[src/rtl/step_seq_pkg.sv]
package step_seq_pkg;

    typedef enum logic {
        SEQ_IDLE = 1'b0,
        SEQ_RUN  = 1'b1
    } seq_state_e;

    // reasons a start request can be turned down
    typedef struct packed {
        logic no_steps;
        logic running;
        logic engine_busy;
        logic wrong_cmd;
    } refuse_t;

    function automatic logic [2:0] make_cmd(input logic hi, input logic [1:0] lo);
        return {hi, lo};
    endfunction

    function automatic logic any_refusal(input refuse_t r);
        return r.no_steps | r.running | r.engine_busy | r.wrong_cmd;
    endfunction

endpackage

[src/rtl/step_gate.sv]
module step_gate
    import step_seq_pkg::*;
#(
    parameter logic [2:0] STEP_CMD = 3'b100
) (
    input  logic       go_req,
    input  seq_state_e state,
    input  logic       cnt_zero,
    input  logic       access_busy,
    input  logic       cmd_hi,
    input  logic [1:0] phase_lo,
    output logic       accept
);
    refuse_t why;

    always_comb begin
        why.no_steps    = cnt_zero;
        why.running     = (state == SEQ_RUN);
        why.engine_busy = access_busy;
        why.wrong_cmd   = (make_cmd(cmd_hi, phase_lo) != STEP_CMD);
        accept          = go_req && !any_refusal(why);
    end
endmodule

[src/rtl/step_interval.sv]
module step_interval #(
    parameter int PERIOD = 8000
) (
    input  logic clk,
    input  logic rst,
    input  logic reload,
    input  logic run,
    output logic tick
);
    localparam int TW = (PERIOD > 1) ? $clog2(PERIOD) : 1;
    localparam logic [TW-1:0] TOP = TW'(PERIOD - 1);

    logic [TW-1:0] remain;

    always_ff @(posedge clk) begin
        if (rst) begin
            remain <= '0;
        end else if (reload) begin
            remain <= TOP;
        end else if (run && remain != '0) begin
            remain <= remain - 1'b1;
        end
    end

    assign tick = run && (remain == '0);
endmodule

[src/rtl/step_count_reg.sv]
module step_count_reg #(
    parameter int CNT_W = 8
) (
    input  logic             clk,
    input  logic             rst,
    input  logic             clear,
    input  logic             dec,
    input  logic             wr,
    input  logic [CNT_W-1:0] wdata,
    output logic [CNT_W-1:0] count,
    output logic             is_zero,
    output logic             is_last
);
    localparam logic [CNT_W-1:0] ONE = CNT_W'(1);

    always_ff @(posedge clk) begin
        if (rst) begin
            count <= '0;
        end else if (clear) begin
            count <= '0;
        end else if (dec) begin
            count <= count - ONE;
        end else if (wr) begin
            count <= wdata;
        end
    end

    assign is_zero = (count == '0);
    assign is_last = (count == ONE);
endmodule

[src/rtl/step_seq.sv]
module step_seq
    import step_seq_pkg::*;
#(
    parameter int         CNT_W    = 8,
    parameter int         CLK_MHZ  = 100,
    parameter int         STEP_US  = 80,
    parameter logic [2:0] STEP_CMD = 3'b100
) (
    input  logic             clk,
    input  logic             rst,
    input  logic             cnt_wr,
    input  logic [CNT_W-1:0] cnt_wdata,
    input  logic             go_req,
    input  logic             halt_req,
    input  logic             cmd_hi,
    input  logic [1:0]       phase_lo,
    input  logic             access_busy,
    input  logic             flag_clr,
    output logic             step_strobe,
    output logic             stepping,
    output logic [CNT_W-1:0] steps_left,
    output logic             done_flag
);
    localparam int PERIOD = CLK_MHZ * STEP_US;

    seq_state_e state;
    logic       accept, tick, cnt_zero, cnt_last;
    logic       fire, abort;

    step_gate #(.STEP_CMD(STEP_CMD)) u_gate (
        .go_req      (go_req),
        .state       (state),
        .cnt_zero    (cnt_zero),
        .access_busy (access_busy),
        .cmd_hi      (cmd_hi),
        .phase_lo    (phase_lo),
        .accept      (accept)
    );

    always_comb begin
        abort = (state == SEQ_RUN) && halt_req;
        fire  = (state == SEQ_IDLE) ? accept : (!halt_req && tick);
    end

    step_interval #(.PERIOD(PERIOD)) u_timer (
        .clk    (clk),
        .rst    (rst),
        .reload (fire),
        .run    (state == SEQ_RUN),
        .tick   (tick)
    );

    step_count_reg #(.CNT_W(CNT_W)) u_count (
        .clk     (clk),
        .rst     (rst),
        .clear   (abort),
        .dec     (fire),
        .wr      (cnt_wr && state == SEQ_IDLE),
        .wdata   (cnt_wdata),
        .count   (steps_left),
        .is_zero (cnt_zero),
        .is_last (cnt_last)
    );

    always_ff @(posedge clk) begin
        if (rst) begin
            state       <= SEQ_IDLE;
            step_strobe <= 1'b0;
            done_flag   <= 1'b0;
        end else begin
            step_strobe <= fire;
            if (abort) begin
                state <= SEQ_IDLE;
            end else if (fire) begin
                state <= cnt_last ? SEQ_IDLE : SEQ_RUN;
            end
            if (fire && cnt_last) begin
                done_flag <= 1'b1;
            end else if (flag_clr) begin
                done_flag <= 1'b0;
            end
        end
    end

    assign stepping = (state == SEQ_RUN);
endmodule

[config.mk]
export PLATFORM = sky130hd
export DESIGN_NAME = step_seq
export DESIGN_NICKNAME = d
export VERILOG_FILES = /design/src/rtl/step_seq_pkg.sv /design/src/rtl/step_gate.sv /design/src/rtl/step_interval.sv /design/src/rtl/step_count_reg.sv /design/src/rtl/step_seq.sv
export SDC_FILE = /design/constraint.sdc
export NUM_CORES = 1
export LEC_CHECK = 0
export ABC_AREA = 1
export ABC_CLOCK_PERIOD_IN_PS = 2420
export BUFFER_PORTS_ARGS = -buffer_cell sky130_fd_sc_hd__buf_2
export CAP_MARGIN = 20
export CELL_PAD_IN_SITES_DETAIL_PLACEMENT = 1
export CELL_PAD_IN_SITES_GLOBAL_PLACEMENT = 1
export CORE_ASPECT_RATIO = 0.5
export CORE_MARGIN = 1.5
export CORE_UTILIZATION = 43
export CTS_BUF_LIST = sky130_fd_sc_hd__clkbuf_8
export DETAILED_ROUTE_END_ITERATION = 12
export PLACE_DENSITY = 0.86
export SLEW_MARGIN = 10
export SYNTH_ARGS = -nofsm -noshare
export SYNTH_HDL_FRONTEND = slang
export SYNTH_SLANG_ARGS = --single-unit
export TNS_END_PERCENT = 10
[constraint.sdc]
create_clock -name clk -period 2.42 [get_ports clk]
set_input_delay 0 -clock clk [delete_from_list [all_inputs] [get_ports clk]]
set_output_delay 0 -clock clk [all_outputs]
set_load 0.01 [all_outputs]
After elaboration in Yosys (flattened, before gate mapping) --
Cells that the tools add are included.
Cells by class: add/subtract/negate cells 2, multipliers 0, div/mod/pow operators 0, magnitude comparators 0, eq/ne operators 2, shifts and indexed selects 0, mux-type cells 8, bitwise logic cells 4, reduce and logical (&&, ||, !) cells 17
Operators by type and width (count):
- 13-bit two-way mux | 2
- 8-bit two-way mux | 2
- 13-bit logical NOT | 1
- 13-bit nonzero test | 1
- 13-bit by 1-bit subtractor with 13-bit output, second input constant | 1
- 8-bit by 1-bit equality test with 1-bit output, second input constant | 1
- 8-bit logical NOT | 1
- 8-bit by 1-bit subtractor with 8-bit output, second input constant | 1
- 1-bit logical AND | 7
- 2-bit nonzero test | 3
- 1-bit two-way mux | 4
- 2-bit OR reduction | 2
- 3-bit inequality test, second input constant | 1
- 1-bit bitwise OR | 3
- 1-bit logical NOT | 2
- 1-bit NOT | 1
Word-level totals: register bits after elaboration 24, bits in latches 0, bits in writable memories 0, memory bits (read-only) 0, output and inout port bits 11, logic and storage cells 39, memories kept 0

Logic depth before layout (Yosys ltp) --
depth in word-level cells 9, depth in mapped cells 12

Modules after synthesis --
A second synthesis with hierarchy kept.
Unflattened totals: cells, all modules 260, area, all modules 1664.1 µm²
Modules (own cells, without submodules):
- step_interval | times used 1, cells each 142, area an instance 884.6 µm², sequential area each 260.2 µm²
- step_count_reg | times used 1, cells each 92, area an instance 609.3 µm², sequential area each 160.2 µm²
- step_seq | times used 1, cells each 20, area an instance 143.9 µm², sequential area each 60.1 µm²
- step_gate | times used 1, cells each 6, area an instance 26.3 µm², sequential area each 0.0 µm²

Worst setup path before layout --
Ideal clock, no wire load.
path kind register -> register, start register u_count.count[0], end register u_timer.remain[4], setup time 0.135 ns, arrival time 1.451 ns, slack 0.834 ns, stages on the path, launching flop included 12, buffers on the path 1, clock period less this slack 1.586 ns, cells stage by stage dfxtp_1 inv_1 ha_1 nand2_1 clkinv_1 nand2_1 nand2_4 nand2_8 inv_4 buf_6 nand3_1 a21oi_1
On the way: cells in the longest elaborated chain, start to end 8, elaborated cells on any way between the ends 9
Ends and longest elaborated chain:
- from (decl) | RTL line step_count_reg.sv:10 | output logic [CNT_W-1:0] count,
- from (signal assigned) | RTL line step_count_reg.sv:22 | count <= count - ONE;
- from (signal assigned) | RTL line step_count_reg.sv:24 | count <= wdata;
- 8-bit logical NOT (*) | RTL line step_count_reg.sv:28 | assign is_zero = (count == '0);
- 1-bit bitwise OR (*) (3 in series) | RTL line step_seq_pkg.sv:21 | return r.no_steps | r.running | r.engine_busy | r.wrong_cmd;
- 1-bit logical NOT (*) | RTL line step_gate.sv:21 | accept = go_req && !any_refusal(why);
- 1-bit logical AND (*) | RTL line step_gate.sv:21
- 1-bit two-way mux (*) | RTL line step_seq.sv:42 | fire = (state == SEQ_IDLE) ? accept : (!halt_req && tick);
- 13-bit two-way mux / 2-bit nonzero test (equally long branches)
- to (signal assigned) | RTL line step_interval.sv:21 | remain <= remain - 1'b1;
- to (decl) | RTL line step_interval.sv:13 | logic [TW-1:0] remain;
Mark *: on every way between the ends. The rest lies on a longest branch, timed or not. A chain may end at the register's enable or synchronous reset.

Final worst setup path --
start register u_count.count[1], end register u_timer.remain[12]
The elaborated chain is that of the path after synthesis.

==> results <==
- Summed over all instances, the cell type with the most area after synthesis is dfxtp_1.
- The clock network latency to the later pin of the worst-skew pair is between 200 and 300 ps.
- Among all flip-flop cells after synthesis, the most frequent one is dfxtp_1.
- In this run the number of H-tree levels came out at 1.
- Entering global routing, the biggest net connects 18 pins.
- The repair_antennas step left the layout with diodes totalling 0.
- The first global-routing pass estimated 7.22 mm of wire.
- The maximum cell stage delay along the critical path is 340 ps.
- Pin placement for this block handled 29 I/O pins.
- Walking the worst path, the cells encountered are inv_1 -> ha_1 -> nand2_1 -> clkinv_1 -> nand2_1 -> nand2_4 -> nand2_8 -> inv_4 -> nand2_2 -> nor2_1 -> nor2_2.
- In this run the core area contains 15 standard-cell rows.
- The synthesized netlist occupies a cell area of 0.00163 mm².
- In this run the tool buffered the top-level ports with 28 buffer cells.
- In this run the power density over the cells is 604 mW/mm².
- The post-detailed-route count of antenna-violating nets is 0.
- In the final layout, the share of cells above drive strength 1 is 0.201.
- In the routed design, unresolved DRC markers number 0.
- The post-CTS setup-driven buffer insertion count is 0.
- The detailed placement HPWL is 3.39 mm.
- The capturing element type of the critical path is a register.
- Sorting the synthesized cells by area gives the leading types as dfxtp_1 29%, nand2_1 15%, nor2_1 8.1%, inv_1 7.8%, nand3_1 7.1%.
- In the global route stage, overall resource usage came out at 0.225.
- The critical-path cell with the highest stage delay is dfxtp_1.
- The number of hold violations in the final report is 0.
- The leakage power figure is 0.00102 µW.
- The routed wire length per instance is 13.2 µm.
- After synthesis, the netlist uses 30 different library cells.
- The CTS root buffer is clkbuf_8.
- The number of cells produced by synthesis is between 200 and 300.
- The maximum count of clock buffers along a single path is 2.
- The pin slew with the least headroom to its limit is 475 ps.
- When the netlist entered floorplanning its net count stood at 274.
- Counting flops and latches in the post-synthesis netlist gives 24.
- The largest driver fanout on the critical path is 17.
- The post-route clock skew is 3.15 ps.
- Clock-pin slew was measured on the worst setup and hold paths at approximately 90 ps.
- At the end of routability-driven placement, the weighted congestion stood at 0.800.
- The overall die area is 0.00419 mm².
- The number of max-slew violations in the final report is 0.
- Buffers inserted during clock tree synthesis total 3.
- The initial core utilization is 0.462.
- The number of synthesized flops with an enable pin is 0.
- The endpoint arrival time on the critical path is 1910 ps.
- The share of the clock period used by the worst path after layout is 0.719.
- The count of endpoints failing setup in the final report is 0.
- The tree built by TritonCTS fans out to 24 sinks.
- After synthesis, the mean cell area works out to 6.46 µm².
- The launch point of the worst reg-to-reg path is u_count.count[1].
- The starting DRC count in detailed routing is 45.
- In the synthesized netlist the async set-or-reset flop fraction comes to 0.
- The via count of the first global-routing pass is 1,562.
- After filler insertion, the fill cell instance count of the layout stands at 509.
- From left edge to right edge, the die measures 90.0 µm.
- The worst-case IR drop observed on VDD is around 0.28 mV.
- In this run the worst setup path begins at u_count.count[1].
- The cell that appears most often on the critical path is nand2_1.
- Setup repair after global routing left no endpoint under its margin.
- The sum of negative setup slack is 0 ps.
- The post-place setup slack is 707 ps.
- The commonest cells after synthesis are 64 x nand2_1, 35 x nor2_1, 34 x inv_1, 24 x dfxtp_1, 23 x nand3_1.
- The count of max-cap constraint violations is 0.
- The achievable frequency is 0.575 GHz.
- The worst hold path begins at rst.
- After detailed routing, the number of vias per cell comes to 4.97.
- In the post-route analysis, the smallest setup slack over all paths is 680 ps.
- Summed over all layers, the global routing overflow is 0.
- STA puts the critical path data required time at 2590 ps.
- The first-pass iteration count of the detailed router is 4.
- The yosys synthesis warning count is 0.
- The count of vias placed by the detailed router is 1,661.
- The die is 46.5 µm tall.
- The routed design could run at a clock period as short as approximately 1700 ps.
- The layout-stage area growth over the synthesis result is 15.5%.
- At the end of the flow, the number of nets in the layout was 306.
- The total core area is 0.00353 mm².
- The share of the Yosys chip area taken by registers is 0.295.
- The routed design has 4.40 mm of wire.
- The worst min-delay path class is in -> reg.
- The worst setup path is launched from a register.
- By startpoint and endpoint, the worst setup path is classified as reg -> reg.
- The number of antenna violations at the first check in global routing is 0.
- The headroom to the max-slew limit is 0.684.
- The top-area cell type share of the netlist area is 0.295.
- The run finished with clean final reports.
- The dominant cell by count in the synthesized netlist is nand2_1.
- TritonCTS built the clock tree.
==> layout by cell type (no fill, tap or decap), drive strengths merged, types with 3 or more instances in the layout <==
master | synthesis | routed
dfxtp | 24 | 24
buf | 2 | 28
ha | 4 | 4
a21oi | 15 | 15
nand2 | 71 | 71
xnor2 | 3 | 3
xor2 | 4 | 4
inv | 36 | 36
clkbuf | 1 | 4
nor2 | 44 | 44
o21ai | 8 | 8
nand4 | 5 | 5
nand3 | 28 | 28
==> per-layer routing <==
layer	vias up	track usage	wire [µm]
met5	-	0	0
met2	17	0.436	2190
met1	792	0.268	2080
met3	5	0.0347	88
met4	0	0.0667	44
li1	847	-	-
==> metrics by stage <==
step	hold WS, ps	power [µW]	instance area [µm²]	util	instances
6_report	57.4	1140	1880	0.533	334
5_1_grt	62.7	1210	1880	0.533	334
2_1_floorplan	141	751	1630	-	252
4_1_cts	47.9	1150	1880	0.533	334
3_5_place_dp	264	849	1810	0.512	328
3_3_place_gp	253	829	1810	0.512	328
==> flip-flops by register name, indices dropped and copies added (netlist names) <==
name            count
done_flag           1
step_strobe         1
stepping            1
u_count.count       8
u_timer.remain     13
==> where the power goes <==
| group | switching, µW | total (µW) | internal (µW) | leakage [µW] |
|---|---|---|---|---|
| sequential | 30.5 | 452 | 422 | 0.000196 |
| clock | 145 | 291 | 146 | 0.0000288 |
| combinational | 253 | 394 | 140 | 0.000799 |
==> path summary, 6_finish.rpt <==
check,cells past startpoint,to,slack (ps)
max,11,u_timer.remain[12],680
min,2,u_timer.remain[11],60
max reg2reg,11,u_timer.remain[12],680
min reg2reg,2,done_flag,470
==> cell families (layout without fill, tap and decap cells) <==
kind of cell | after synthesis | in the layout | synth area share
AO/OA/AOI/OAI | 23 | 23 | 0.0730
XOR/XNOR | 7 | 7 | 0.0376
adder cells (fa/ha/maj) | 4 | 4 | 0.0307
buffers and inverters | 41 | 72 | 0.105
flip-flops | 24 | 24 | 0.295
AND/OR/NAND/NOR | 153 | 153 | 0.459
==> worst max-delay path, delay by kind of cell, from the launching register on <==
kind	cells	cell delay (ps)
adder cells (fa/ha/maj)	1	230
buffers and inverters	3	360
flip-flops	1	340
AND/OR/NAND/NOR	7	700
==> repair_timing <==
item | in CTS | in global routing
hold endpoints to repair | 2 | 0
resized for setup | 0 | 0
hold buffers | 2 | 0
==> layout make-up <==
class	count	area [µm²]	share of cell area
Multi-Input combinational cell	187	977	0.519
Inverter	38	145	0.0771
Clock buffer	4	55.1	0.0293
Sequential cell	24	480	0.255
Timing Repair Buffer	30	160	0.0851
Tap cell	51	63.8	0.0339
Note: power is estimated with default switching activity, not from simulation.
